`src/rtl/mbox_pkg.sv`:
```
package mbox_pkg;
  localparam int unsigned PAY_BYTES = 5;
  localparam int unsigned SEQ_MAX   = 6;

  typedef enum logic [1:0] {ST_IDLE, ST_CHECK, ST_WAIT, ST_WRITE} seq_state_e;

  // bytes in emission order; ext messages put extension bytes first
  typedef struct packed {
    logic [SEQ_MAX-1:0][7:0] bytes;
    logic [2:0]              nwr;
    logic                    ext;
    logic                    len_ok;
  } mbox_cmd_t;
endpackage

```
`src/rtl/mbox_tick.sv`:
```
module mbox_tick #(
  parameter int unsigned DIV = 50
) (
  input  logic clk_i,
  input  logic rst_ni,
  output logic tick_o
);
  localparam int unsigned CW = (DIV > 1) ? $clog2(DIV) : 1;

  logic [CW-1:0] cnt_q;
  logic          wrap;

  assign wrap   = (cnt_q == CW'(DIV - 1));
  assign tick_o = wrap;

  always_ff @(posedge clk_i or negedge rst_ni) begin
    if (!rst_ni)   cnt_q <= '0;
    else if (wrap) cnt_q <= '0;
    else           cnt_q <= cnt_q + 1'b1;
  end
endmodule

```
`src/rtl/mbox_packer.sv`:
```
module mbox_packer
  import mbox_pkg::*;
(
  input  logic [7:0]             id_i,
  input  logic [2:0]             len_i,
  input  logic [PAY_BYTES*8-1:0] data_i,
  output mbox_cmd_t              cmd_o
);
  logic [PAY_BYTES-1:0][7:0] pay;

  always_comb begin
    for (int i = 0; i < PAY_BYTES; i++)
      pay[i] = (32'(len_i) > i) ? data_i[8*i +: 8] : 8'h00;
  end

  always_comb begin
    cmd_o = '0;
    unique case (len_i)
      3'd1, 3'd2, 3'd3: begin
        cmd_o.bytes[0] = {1'b0, id_i[6:0]};
        cmd_o.bytes[1] = pay[0];
        cmd_o.bytes[2] = pay[1];
        cmd_o.bytes[3] = pay[2];
        cmd_o.nwr      = 3'd4;
        cmd_o.len_ok   = 1'b1;
      end
      3'd4, 3'd5: begin
        cmd_o.bytes[0] = pay[0];
        cmd_o.bytes[1] = pay[1];
        cmd_o.bytes[2] = {1'b1, id_i[6:0]};
        cmd_o.bytes[3] = pay[2];
        cmd_o.bytes[4] = pay[3];
        cmd_o.bytes[5] = pay[4];
        cmd_o.nwr      = 3'd6;
        cmd_o.ext      = 1'b1;
        cmd_o.len_ok   = 1'b1;
      end
      default: cmd_o = '0;
    endcase
  end
endmodule

```
`src/rtl/mbox_ready.sv`:
```
module mbox_ready #(
  parameter int unsigned NSLOT = 4
) (
  input  logic [7:0]         pend_i,
  input  logic [NSLOT*8-1:0] stat_i,
  output logic [NSLOT-1:0]   rdy_o
);
  for (genvar s = 0; s < NSLOT; s++) begin : g_slot
    assign rdy_o[s] = !pend_i[s] && (stat_i[8*s +: 8] == 8'h00);
  end
endmodule

```
`src/rtl/mbox_seq.sv`:
```
module mbox_seq
  import mbox_pkg::*;
#(
  parameter int unsigned NSLOT     = 4,
  parameter int unsigned ADDR_W    = 8,
  parameter int unsigned MAIN_BASE = 16,
  parameter int unsigned EXT_BASE  = 48,
  parameter int unsigned POLL_US   = 10,
  parameter int unsigned POLL_MAX  = 100
) (
  input  logic              clk_i,
  input  logic              rst_ni,
  input  logic              tick_i,
  input  logic              fw_ready_i,
  input  logic              req_valid_i,
  output logic              req_ready_o,
  input  mbox_cmd_t         cmd_i,
  input  logic [NSLOT-1:0]  rdy_i,
  output logic              wr_en_o,
  output logic [ADDR_W-1:0] wr_addr_o,
  output logic [7:0]        wr_data_o,
  output logic              done_o,
  output logic              timeout_o,
  output logic              reject_o
);
  localparam int unsigned SLOT_W = (NSLOT > 1) ? $clog2(NSLOT) : 1;
  localparam int unsigned PU_W   = $clog2(POLL_US + 1);
  localparam int unsigned PM_W   = $clog2(POLL_MAX + 1);

  seq_state_e        state_q;
  logic [SLOT_W-1:0] slot_q, slot_nxt;
  mbox_cmd_t         cmd_q;
  logic [2:0]        idx_q, main_idx;
  logic [PU_W-1:0]   tcnt_q;
  logic [PM_W-1:0]   pcnt_q;
  logic              done_q, tmo_q, rej_q;
  logic              slot_rdy, accept, in_ext, last_wr;

  assign slot_rdy    = rdy_i[slot_q];
  assign req_ready_o = (state_q == ST_IDLE);
  assign accept      = req_valid_i && req_ready_o;
  assign slot_nxt    = (slot_q == SLOT_W'(NSLOT - 1)) ? '0 : slot_q + 1'b1;
  assign last_wr     = (idx_q == cmd_q.nwr - 3'd1);

  always_ff @(posedge clk_i or negedge rst_ni) begin
    if (!rst_ni) begin
      state_q <= ST_IDLE;
      slot_q  <= '0;
      cmd_q   <= '0;
      idx_q   <= '0;
      tcnt_q  <= '0;
      pcnt_q  <= '0;
      done_q  <= 1'b0;
      tmo_q   <= 1'b0;
      rej_q   <= 1'b0;
    end else begin
      done_q <= 1'b0;
      tmo_q  <= 1'b0;
      rej_q  <= 1'b0;
      unique case (state_q)
        ST_IDLE: if (accept) begin
          if (!fw_ready_i) rej_q <= 1'b1;
          else begin
            cmd_q   <= cmd_i;
            pcnt_q  <= '0;
            state_q <= ST_CHECK;
          end
        end
        ST_CHECK: begin
          if (slot_rdy) begin
            if (cmd_q.len_ok) begin
              idx_q   <= '0;
              state_q <= ST_WRITE;
            end else begin
              done_q  <= 1'b1;
              slot_q  <= slot_nxt;
              state_q <= ST_IDLE;
            end
          end else if (pcnt_q == PM_W'(POLL_MAX)) begin
            tmo_q   <= 1'b1;
            state_q <= ST_IDLE;
          end else begin
            tcnt_q  <= '0;
            state_q <= ST_WAIT;
          end
        end
        ST_WAIT: if (tick_i) begin
          if (tcnt_q == PU_W'(POLL_US - 1)) begin
            pcnt_q  <= pcnt_q + 1'b1;
            state_q <= ST_CHECK;
          end else begin
            tcnt_q <= tcnt_q + 1'b1;
          end
        end
        ST_WRITE: begin
          if (last_wr) begin
            done_q  <= 1'b1;
            slot_q  <= slot_nxt;
            state_q <= ST_IDLE;
          end else begin
            idx_q <= idx_q + 1'b1;
          end
        end
        default: state_q <= ST_IDLE;
      endcase
    end
  end

  // extension bytes occupy the first two emission slots
  assign in_ext   = cmd_q.ext && (idx_q < 3'd2);
  assign main_idx = cmd_q.ext ? idx_q - 3'd2 : idx_q;

  always_comb begin
    if (in_ext)
      wr_addr_o = ADDR_W'(EXT_BASE) + (ADDR_W'(slot_q) << 1) + ADDR_W'(idx_q);
    else
      wr_addr_o = ADDR_W'(MAIN_BASE) + (ADDR_W'(slot_q) << 2) + ADDR_W'(main_idx);
  end

  assign wr_en_o   = (state_q == ST_WRITE);
  assign wr_data_o = cmd_q.bytes[idx_q];
  assign done_o    = done_q;
  assign timeout_o = tmo_q;
  assign reject_o  = rej_q;

  a_r1_slot_moves_on_done: assert property (@(posedge clk_i) disable iff (!rst_ni)
    !$stable(slot_q) |-> done_o);

  a_r2_no_write_when_busy: assert property (@(posedge clk_i) disable iff (!rst_ni)
    (state_q == ST_CHECK && !slot_rdy) |=> !wr_en_o);

  a_r3_timeout_after_limit: assert property (@(posedge clk_i) disable iff (!rst_ni)
    timeout_o |-> (pcnt_q == PM_W'(POLL_MAX) && state_q == ST_IDLE));

  a_r8_reject_when_fw_down: assert property (@(posedge clk_i) disable iff (!rst_ni)
    (req_valid_i && req_ready_o && !fw_ready_i) |=> (reject_o && !wr_en_o));

  a_r10_single_outcome: assert property (@(posedge clk_i) disable iff (!rst_ni)
    $onehot0({done_o, timeout_o, reject_o}));
endmodule

```
`src/rtl/mbox_writer.sv`:
```
module mbox_writer
  import mbox_pkg::*;
#(
  parameter int unsigned NSLOT     = 4,
  parameter int unsigned ADDR_W    = 8,
  parameter int unsigned MAIN_BASE = 16,
  parameter int unsigned EXT_BASE  = 48,
  parameter int unsigned TICK_DIV  = 50,
  parameter int unsigned POLL_US   = 10,
  parameter int unsigned POLL_MAX  = 100
) (
  input  logic               clk_i,
  input  logic               rst_ni,
  input  logic               fw_ready_i,
  input  logic               req_valid_i,
  output logic               req_ready_o,
  input  logic [7:0]         req_id_i,
  input  logic [2:0]         req_len_i,
  input  logic [39:0]        req_data_i,
  input  logic [7:0]         fw_pend_i,
  input  logic [NSLOT*8-1:0] slot_stat_i,
  output logic               wr_en_o,
  output logic [ADDR_W-1:0]  wr_addr_o,
  output logic [7:0]         wr_data_o,
  output logic               done_o,
  output logic               timeout_o,
  output logic               reject_o
);
  logic             tick;
  mbox_cmd_t        cmd;
  logic [NSLOT-1:0] rdy;

  mbox_tick #(.DIV(TICK_DIV)) u_tick (
    .clk_i (clk_i),
    .rst_ni(rst_ni),
    .tick_o(tick)
  );

  mbox_packer u_pack (
    .id_i  (req_id_i),
    .len_i (req_len_i),
    .data_i(req_data_i),
    .cmd_o (cmd)
  );

  mbox_ready #(.NSLOT(NSLOT)) u_rdy (
    .pend_i(fw_pend_i),
    .stat_i(slot_stat_i),
    .rdy_o (rdy)
  );

  mbox_seq #(
    .NSLOT(NSLOT), .ADDR_W(ADDR_W), .MAIN_BASE(MAIN_BASE), .EXT_BASE(EXT_BASE),
    .POLL_US(POLL_US), .POLL_MAX(POLL_MAX)
  ) u_seq (
    .clk_i      (clk_i),
    .rst_ni     (rst_ni),
    .tick_i     (tick),
    .fw_ready_i (fw_ready_i),
    .req_valid_i(req_valid_i),
    .req_ready_o(req_ready_o),
    .cmd_i      (cmd),
    .rdy_i      (rdy),
    .wr_en_o    (wr_en_o),
    .wr_addr_o  (wr_addr_o),
    .wr_data_o  (wr_data_o),
    .done_o     (done_o),
    .timeout_o  (timeout_o),
    .reject_o   (reject_o)
  );
endmodule

```
`config.mk`:
```
export PLATFORM = sky130hd
export DESIGN_NAME = mbox_writer
export DESIGN_NICKNAME = d
export VERILOG_FILES = /design/src/rtl/mbox_pkg.sv /design/src/rtl/mbox_tick.sv /design/src/rtl/mbox_packer.sv /design/src/rtl/mbox_ready.sv /design/src/rtl/mbox_seq.sv /design/src/rtl/mbox_writer.sv
export SDC_FILE = /design/constraint.sdc
export NUM_CORES = 1
export LEC_CHECK = 0
export ABC_AREA = 0
export BUFFER_PORTS_ARGS = -buffer_cell sky130_fd_sc_hd__buf_2
export CORE_ASPECT_RATIO = 2
export CORE_MARGIN = 1
export CORE_UTILIZATION = 52
export DETAILED_ROUTE_END_ITERATION = 8
export PLACE_DENSITY = 0.79
export SYNTH_ARGS = -nofsm -noshare
export SYNTH_HDL_FRONTEND = slang
export SYNTH_SLANG_ARGS = --single-unit
```
`constraint.sdc`:
```
create_clock -name clk_i -period 3.11 [get_ports clk_i]
set_input_delay 0.622 -clock clk_i [delete_from_list [all_inputs] [get_ports clk_i]]
set_output_delay 0.622 -clock clk_i [all_outputs]
set_load 0.005 [all_outputs]
```
[Word-level counts from Yosys, hierarchy flattened]
Index checks and enable logic that the tools add are counted.
Cells by class
  $add $sub $neg: 11
  equal/unequal tests: 25
  magnitude comparators: 8
  multiplexer cells: 54
  reductions and logical operators: 27
Operators with widths (count)
  $pmux W35 S2: 1
  $mux W8: 7
  $logic_not A8 Y1: 4
  $mux W7: 4
  $bmux W8 S3: 1
  $mux W2: 12
  $add A8 B3 Y8: 2
  $mux W16: 1
  $mux W4: 4
  $ne A2 B2 Y1 const B: 8
  $reduce_and A5 Y1: 3
  $pmux W7 S2: 1
  $mux W1: 12
  $mux W3: 4
  $ne A2 B1 Y1 const B: 4
  $pmux W2 S4: 1
  $pmux W4 S2: 1
  $reduce_and A4 Y1: 2
  $add A6 B3 Y7 const A: 1
  $add A7 B1 Y7 const B: 1
  $eq A7 B7 Y1 const B: 1
  $add A5 B4 Y6 const A: 1
  $add A6 B1 Y6 const B: 1
  $eq A2 B2 Y1 const B: 3
  other kinds (31): 45
Word-level totals
  word-level logic and storage cells: 143
  register bits: 80
  output and inout port bits: 21
  input port bits: 95

[Logic depth before layout (Yosys ltp)]
  depth in word-level cells: 6
  mapped depth: 8
  depth with buffers taken out: 8

[Hierarchy]
From an unflattened synthesis, not the netlist that was laid out.
Unflattened totals
  cells, all modules: 529
  area total of the unflattened synthesis: 4698.3 um^2
By module, submodules not included
  mbox_seq: times used 1, cells an instance 407, area an instance 3714.8 um^2
  mbox_packer: times used 1, cells an instance 85, area an instance 586.8 um^2
  mbox_tick: times used 1, cells an instance 25, area an instance 276.5 um^2
  mbox_ready: times used 1, cells an instance 12, area an instance 120.1 um^2

[Least setup slack after synthesis]
Ideal clock, no wire load.
  path type: register -> output
  from: register u_seq.idx_q[2]
  to: output wr_addr_o[3]
  data arrival time: 1.827 ns
  path slack: 0.661 ns
  stages on the path, launching flop included: 8
  data required time: 2.488 ns
  path through: dfrtp_1 -> inv_1 -> clkbuf_1 -> ha_1 -> a21oi_1 -> ha_1 -> ha_1 -> mux2_2
On the way
  cells in the longest elaborated chain, start to end: 4
  elaborated cells between the ends (all ways): 7
  those cells by class: add/sub (3); order compare (1); mux (2); reduce/logical (1)
RTL lines
  start: declaration: RTL line mbox_seq.sv:33  | logic [2:0] idx_q, main_idx;
  start signal: assignment: RTL line mbox_seq.sv:101  | idx_q <= idx_q + 1'b1;
  $sub A3 B2 Y3: RTL line mbox_seq.sv:111  | assign main_idx = cmd_q.ext ? idx_q - 3'd2 : idx_q;
  $mux W3: RTL line mbox_seq.sv:111
  $add A8 B3 Y8: RTL line mbox_seq.sv:117  | wr_addr_o = ADDR_W'(MAIN_BASE) + (ADDR_W'(slot_q) << 2) + ADDR_W'(main_idx);
  $mux W8 (*): RTL line mbox_seq.sv:114  | if (in_ext)
  end: declaration: RTL line mbox_writer.sv:23  | output logic [ADDR_W-1:0] wr_addr_o,
Mark *: on every way between the ends. The rest lies on a longest branch, timed or not.

[Worst setup path after layout]
Same ends and word-level chain as after synthesis.

==> out/results.tsv <==
stage	metric	value	unit
global_route	Congestion Overflow GR	0	
synth	library cells used by synthesis	55	
pwr	pwr/cell area	811.3	mW/mm2
placed_design	number of port buffers	108	
synth	most instantiated cells after synthesis	dfrtp_1, nor2_1, a22o_1, inv_1, nand2_1	
cells_and_area	fillers	610	
synth	top post-synthesis cells by area	dfrtp_1, a22o_1, mux4_2	
synth	Synth Cell Area	0.004071	mm2
synth	synthesized instance count	380	
sta	Post-Route Setup TNS	0	ns
die	core area	0.007601	mm2
placed_design	post-placement worst setup slack	0.4791	ns
clock_network	CTS root buffer	clkbuf_16	
clock_network	htree depth	3	
sta	# setup viols final	0	
global_route	total global-route track usage	0.2718	
routing	antenna viol nets, final	0	
worst_setup_path	reg2reg start	u_seq.state_q[1]$_DFFE_PN0P_	
clock_network	Post-CTS Resized	0	
clock_network	CTS Buffer Depth	2	
worst_setup_path	Startpoint Class	flip-flop	
cells_and_area	ANT cells	0	
die	die area	0.008209	mm2
synth	EDFF count, synth	0	
synth	count leader, synth	dfrtp_1	
routing	post-DR wirelength/cell	17.28	um
worst_setup_path	critical path class	reg2out	
cells_and_area	Design Area, Final	0.005010	mm2
routing	# DRC	0	
placed_design	GPL Wtd Cong	0.8271	
die	die width	64.57	um
die	FP Rows	45	
placed_design	post-placement cell area	0.004711	mm2
die	Ports	116	
synth	Async SR Flop Fraction	1.000	
global_route	first-pass GRT wire length	16770	um
synth	Yosys reg bits	79	
synth	Top FF cell, synth	dfrtp_1	
worst_setup_path	worst reg2reg path depth	5	
placed_design	DP HPWL	7383	um
run	MaxCap Viol Count	0	
clock_network	TritonCTS Buffers	9	
cells_and_area	share of cells above drive strength 1	0.3096	
routing	final wirelength	10110	um
pwr	P_leak	2.555	nW
worst_hold_path	HP Class	in2async	
worst_setup_path	Critical R2R Capture	u_seq.cmd_q[20]$_DFFE_PN0P_	
routing	Avg Vias per Cell	6.024	
synth	Syn. warnings	0	
sta	Setup WS post-layout	0.2789	ns
clock_network	CTS tree	yes	
worst_setup_path	reg-to-reg slack, setup	0.75	ns
worst_setup_path	Critical Path AT	2.21	ns
global_route	largest net degree at the start of global routing	80	
sta	Tmin final	2.831	ns
global_route	vias in the first global route	3614	
sta	Slew HR	0.2843	
routing	DR iter-0 viols	232	
global_route	initial antenna violation count	0	
worst_setup_path	CP endpoint kind	output pin	
pwr	Max IR drop VDD	0.4860	mV
clock_network	setup bufs post-CTS	0	
sta	post-route clock skew	0.007990	ns
clock_network	clk sinks	79	
sta	Final Hold Viols	0	
die	Die Span Y	127.1	um
synth	top-area cell type share of the netlist area	0.4856	
die	Initial Util	0.5356	
cells_and_area	Area Growth Syn to Fin	23.05	%
synth	post-synth top area cell	dfrtp_1	
synth	sequential-to-total area share from yosys stat	0.4856	
status	status	finished, final reports clean	
clock_network	clk slew on worst S/H paths	0.06	ns
clock_network	Skew-Pair Late Insertion Delay	0.34	ns
routing	Pre-antenna DRT Iters	5	
sta	worst slew pin tran	1.074	ns
cells_and_area	fin nets	594	
sta	RSZ-0062 raised after global routing	no	
clock_network	hold buffers post-CTS	0	
sta	Max Clock Freq	353.2	MHz
worst_setup_path	Crit path required time	2.49	ns
sta	period utilization	0.9103	
routing	via count	3524	
synth	Synth Area per Inst	10.71	um2
sta	pins over their slew limit	0	
worst_setup_path	Critical Path Fanout Max	7	
==> cell families (layout without fill, tap and decap cells) <==
group,after synthesis,count (layout),share of synthesized area
multiplexers,21,21,0.07744
adder cells (fa/ha/maj),13,13,0.04179
other,1,2,0.0009211
flip-flops,79,79,0.4856
AND/OR/NAND/NOR,115,115,0.1411
AO/OA/AOI/OAI,91,91,0.1819
XOR/XNOR,10,10,0.02151
buffers and inverters,50,160,0.04978
==> layout make-up <==
cell class | instances | area (um2) | share of cell area
Sequential cell | 79 | 1977 | 0.3946
Clock inverter | 6 | 60.06 | 0.01199
Clock buffer | 10 | 239.0 | 0.04770
Tap cell | 94 | 117.6 | 0.02348
Inverter | 26 | 97.59 | 0.01948
Timing Repair Buffer | 118 | 618.1 | 0.1234
Multi-Input combinational cell | 252 | 1901 | 0.3794
==> per-layer routing <==
metal | up-vias | share of wire | track usage
li1 | 1614 | - | -
met2 | 160 | 0.55 | 0.4824
met3 | 29 | 0.058 | 0.05893
met4 | 0 | 0.039 | 0.1412
met1 | 1721 | 0.36 | 0.2955
met5 | - | 0 | 0
==> through the flow <==
| stage | total power, mW | util | cells | hold slack [ns] |
|---|---|---|---|---|
| after floorplan | 2.543 | - | 381 | 0.3264 |
| after global placement | 2.937 | 0.6198 | 569 | 0.4598 |
| after detailed placement | 3.016 | 0.6198 | 569 | 0.4788 |
| after CTS | 4.084 | 0.6591 | 585 | 0.4783 |
| after global routing | 4.337 | 0.6591 | 585 | 0.4868 |
| final | 4.065 | 0.6591 | 585 | 0.4263 |
==> report_power, final <==
group          internal, mW  leakage, nW  switching (mW)
combinational         0.694         1.40           0.694
sequential             1.36         1.01           0.272
clock                 0.638        0.144           0.410
==> how the worst max path moves through the flow <==
stage                                from                     endpoint  slack [ns]  cells after the start
5_1_grt        u_seq.idx_q[2]$_DFFE_PN0P_                 wr_addr_o[3]        0.22                      7
2_1_floorplan  u_seq.idx_q[2]$_DFFE_PN0P_                 wr_addr_o[3]        0.66                      7
4_1_cts        u_seq.idx_q[2]$_DFFE_PN0P_                 wr_addr_o[3]        0.28                      7
6_report       u_seq.idx_q[2]$_DFFE_PN0P_                 wr_addr_o[3]        0.28                      7
3_3_place_gp               slot_stat_i[4]  u_seq.slot_q[1]$_DFFE_PN0P_        0.56                      6
3_5_place_dp               slot_stat_i[4]  u_seq.slot_q[0]$_DFFE_PN0P_        0.48                      6
==> layout by cell type (no fill, tap or decap), drive strengths merged, types with 2 or more instances in the layout <==
| cell type | count |
|---|---|
| nand2b | 5 |
| o22ai | 2 |
| a22o | 26 |
| clkinv | 3 |
| and2 | 2 |
| nor2 | 38 |
| inv | 26 |
| a21o | 3 |
| nand4b | 2 |
| nor4 | 4 |
| o211ai | 3 |
| o21ai | 18 |
| or4 | 2 |
| xnor2 | 4 |
| clkinvlp | 2 |
| conb | 2 |
| mux2 | 4 |
| nor2b | 6 |
| and3 | 7 |
| nor3 | 3 |
| a31oi | 2 |
| nor4b | 2 |
| nor3b | 2 |
| nand4 | 4 |
| a221oi | 7 |
| nand3 | 11 |
| nand2 | 24 |
| mux4 | 8 |
| a21oi | 5 |
| dfrtp | 79 |
| buf | 118 |
| clkbuf | 10 |
| xor2 | 6 |
| mux2i | 9 |
| ha | 12 |
| a222oi | 15 |
==> worst max-delay path: stages, from the launching register on <==
cell and delay (ns):
dfrtp_1 0.50, inv_1 0.10, ha_1 0.29, a21oi_1 0.17, ha_1 0.18, ha_1 0.23, mux2_2 0.27, buf_2 0.13
==> state kept, by name, indices dropped and copies added (netlist names) <==
register         flops
u_seq.slot_q         2
u_seq.state_q        2
u_seq.idx_q          3
u_seq.tcnt_q         4
u_seq.done_o         1
u_seq.timeout_o      1
u_tick.cnt_q         6
u_seq.pcnt_q         7
u_seq.reject_o       1
u_seq.cmd_q         52
No activity file was read; power rests on OpenSTA's default activity.
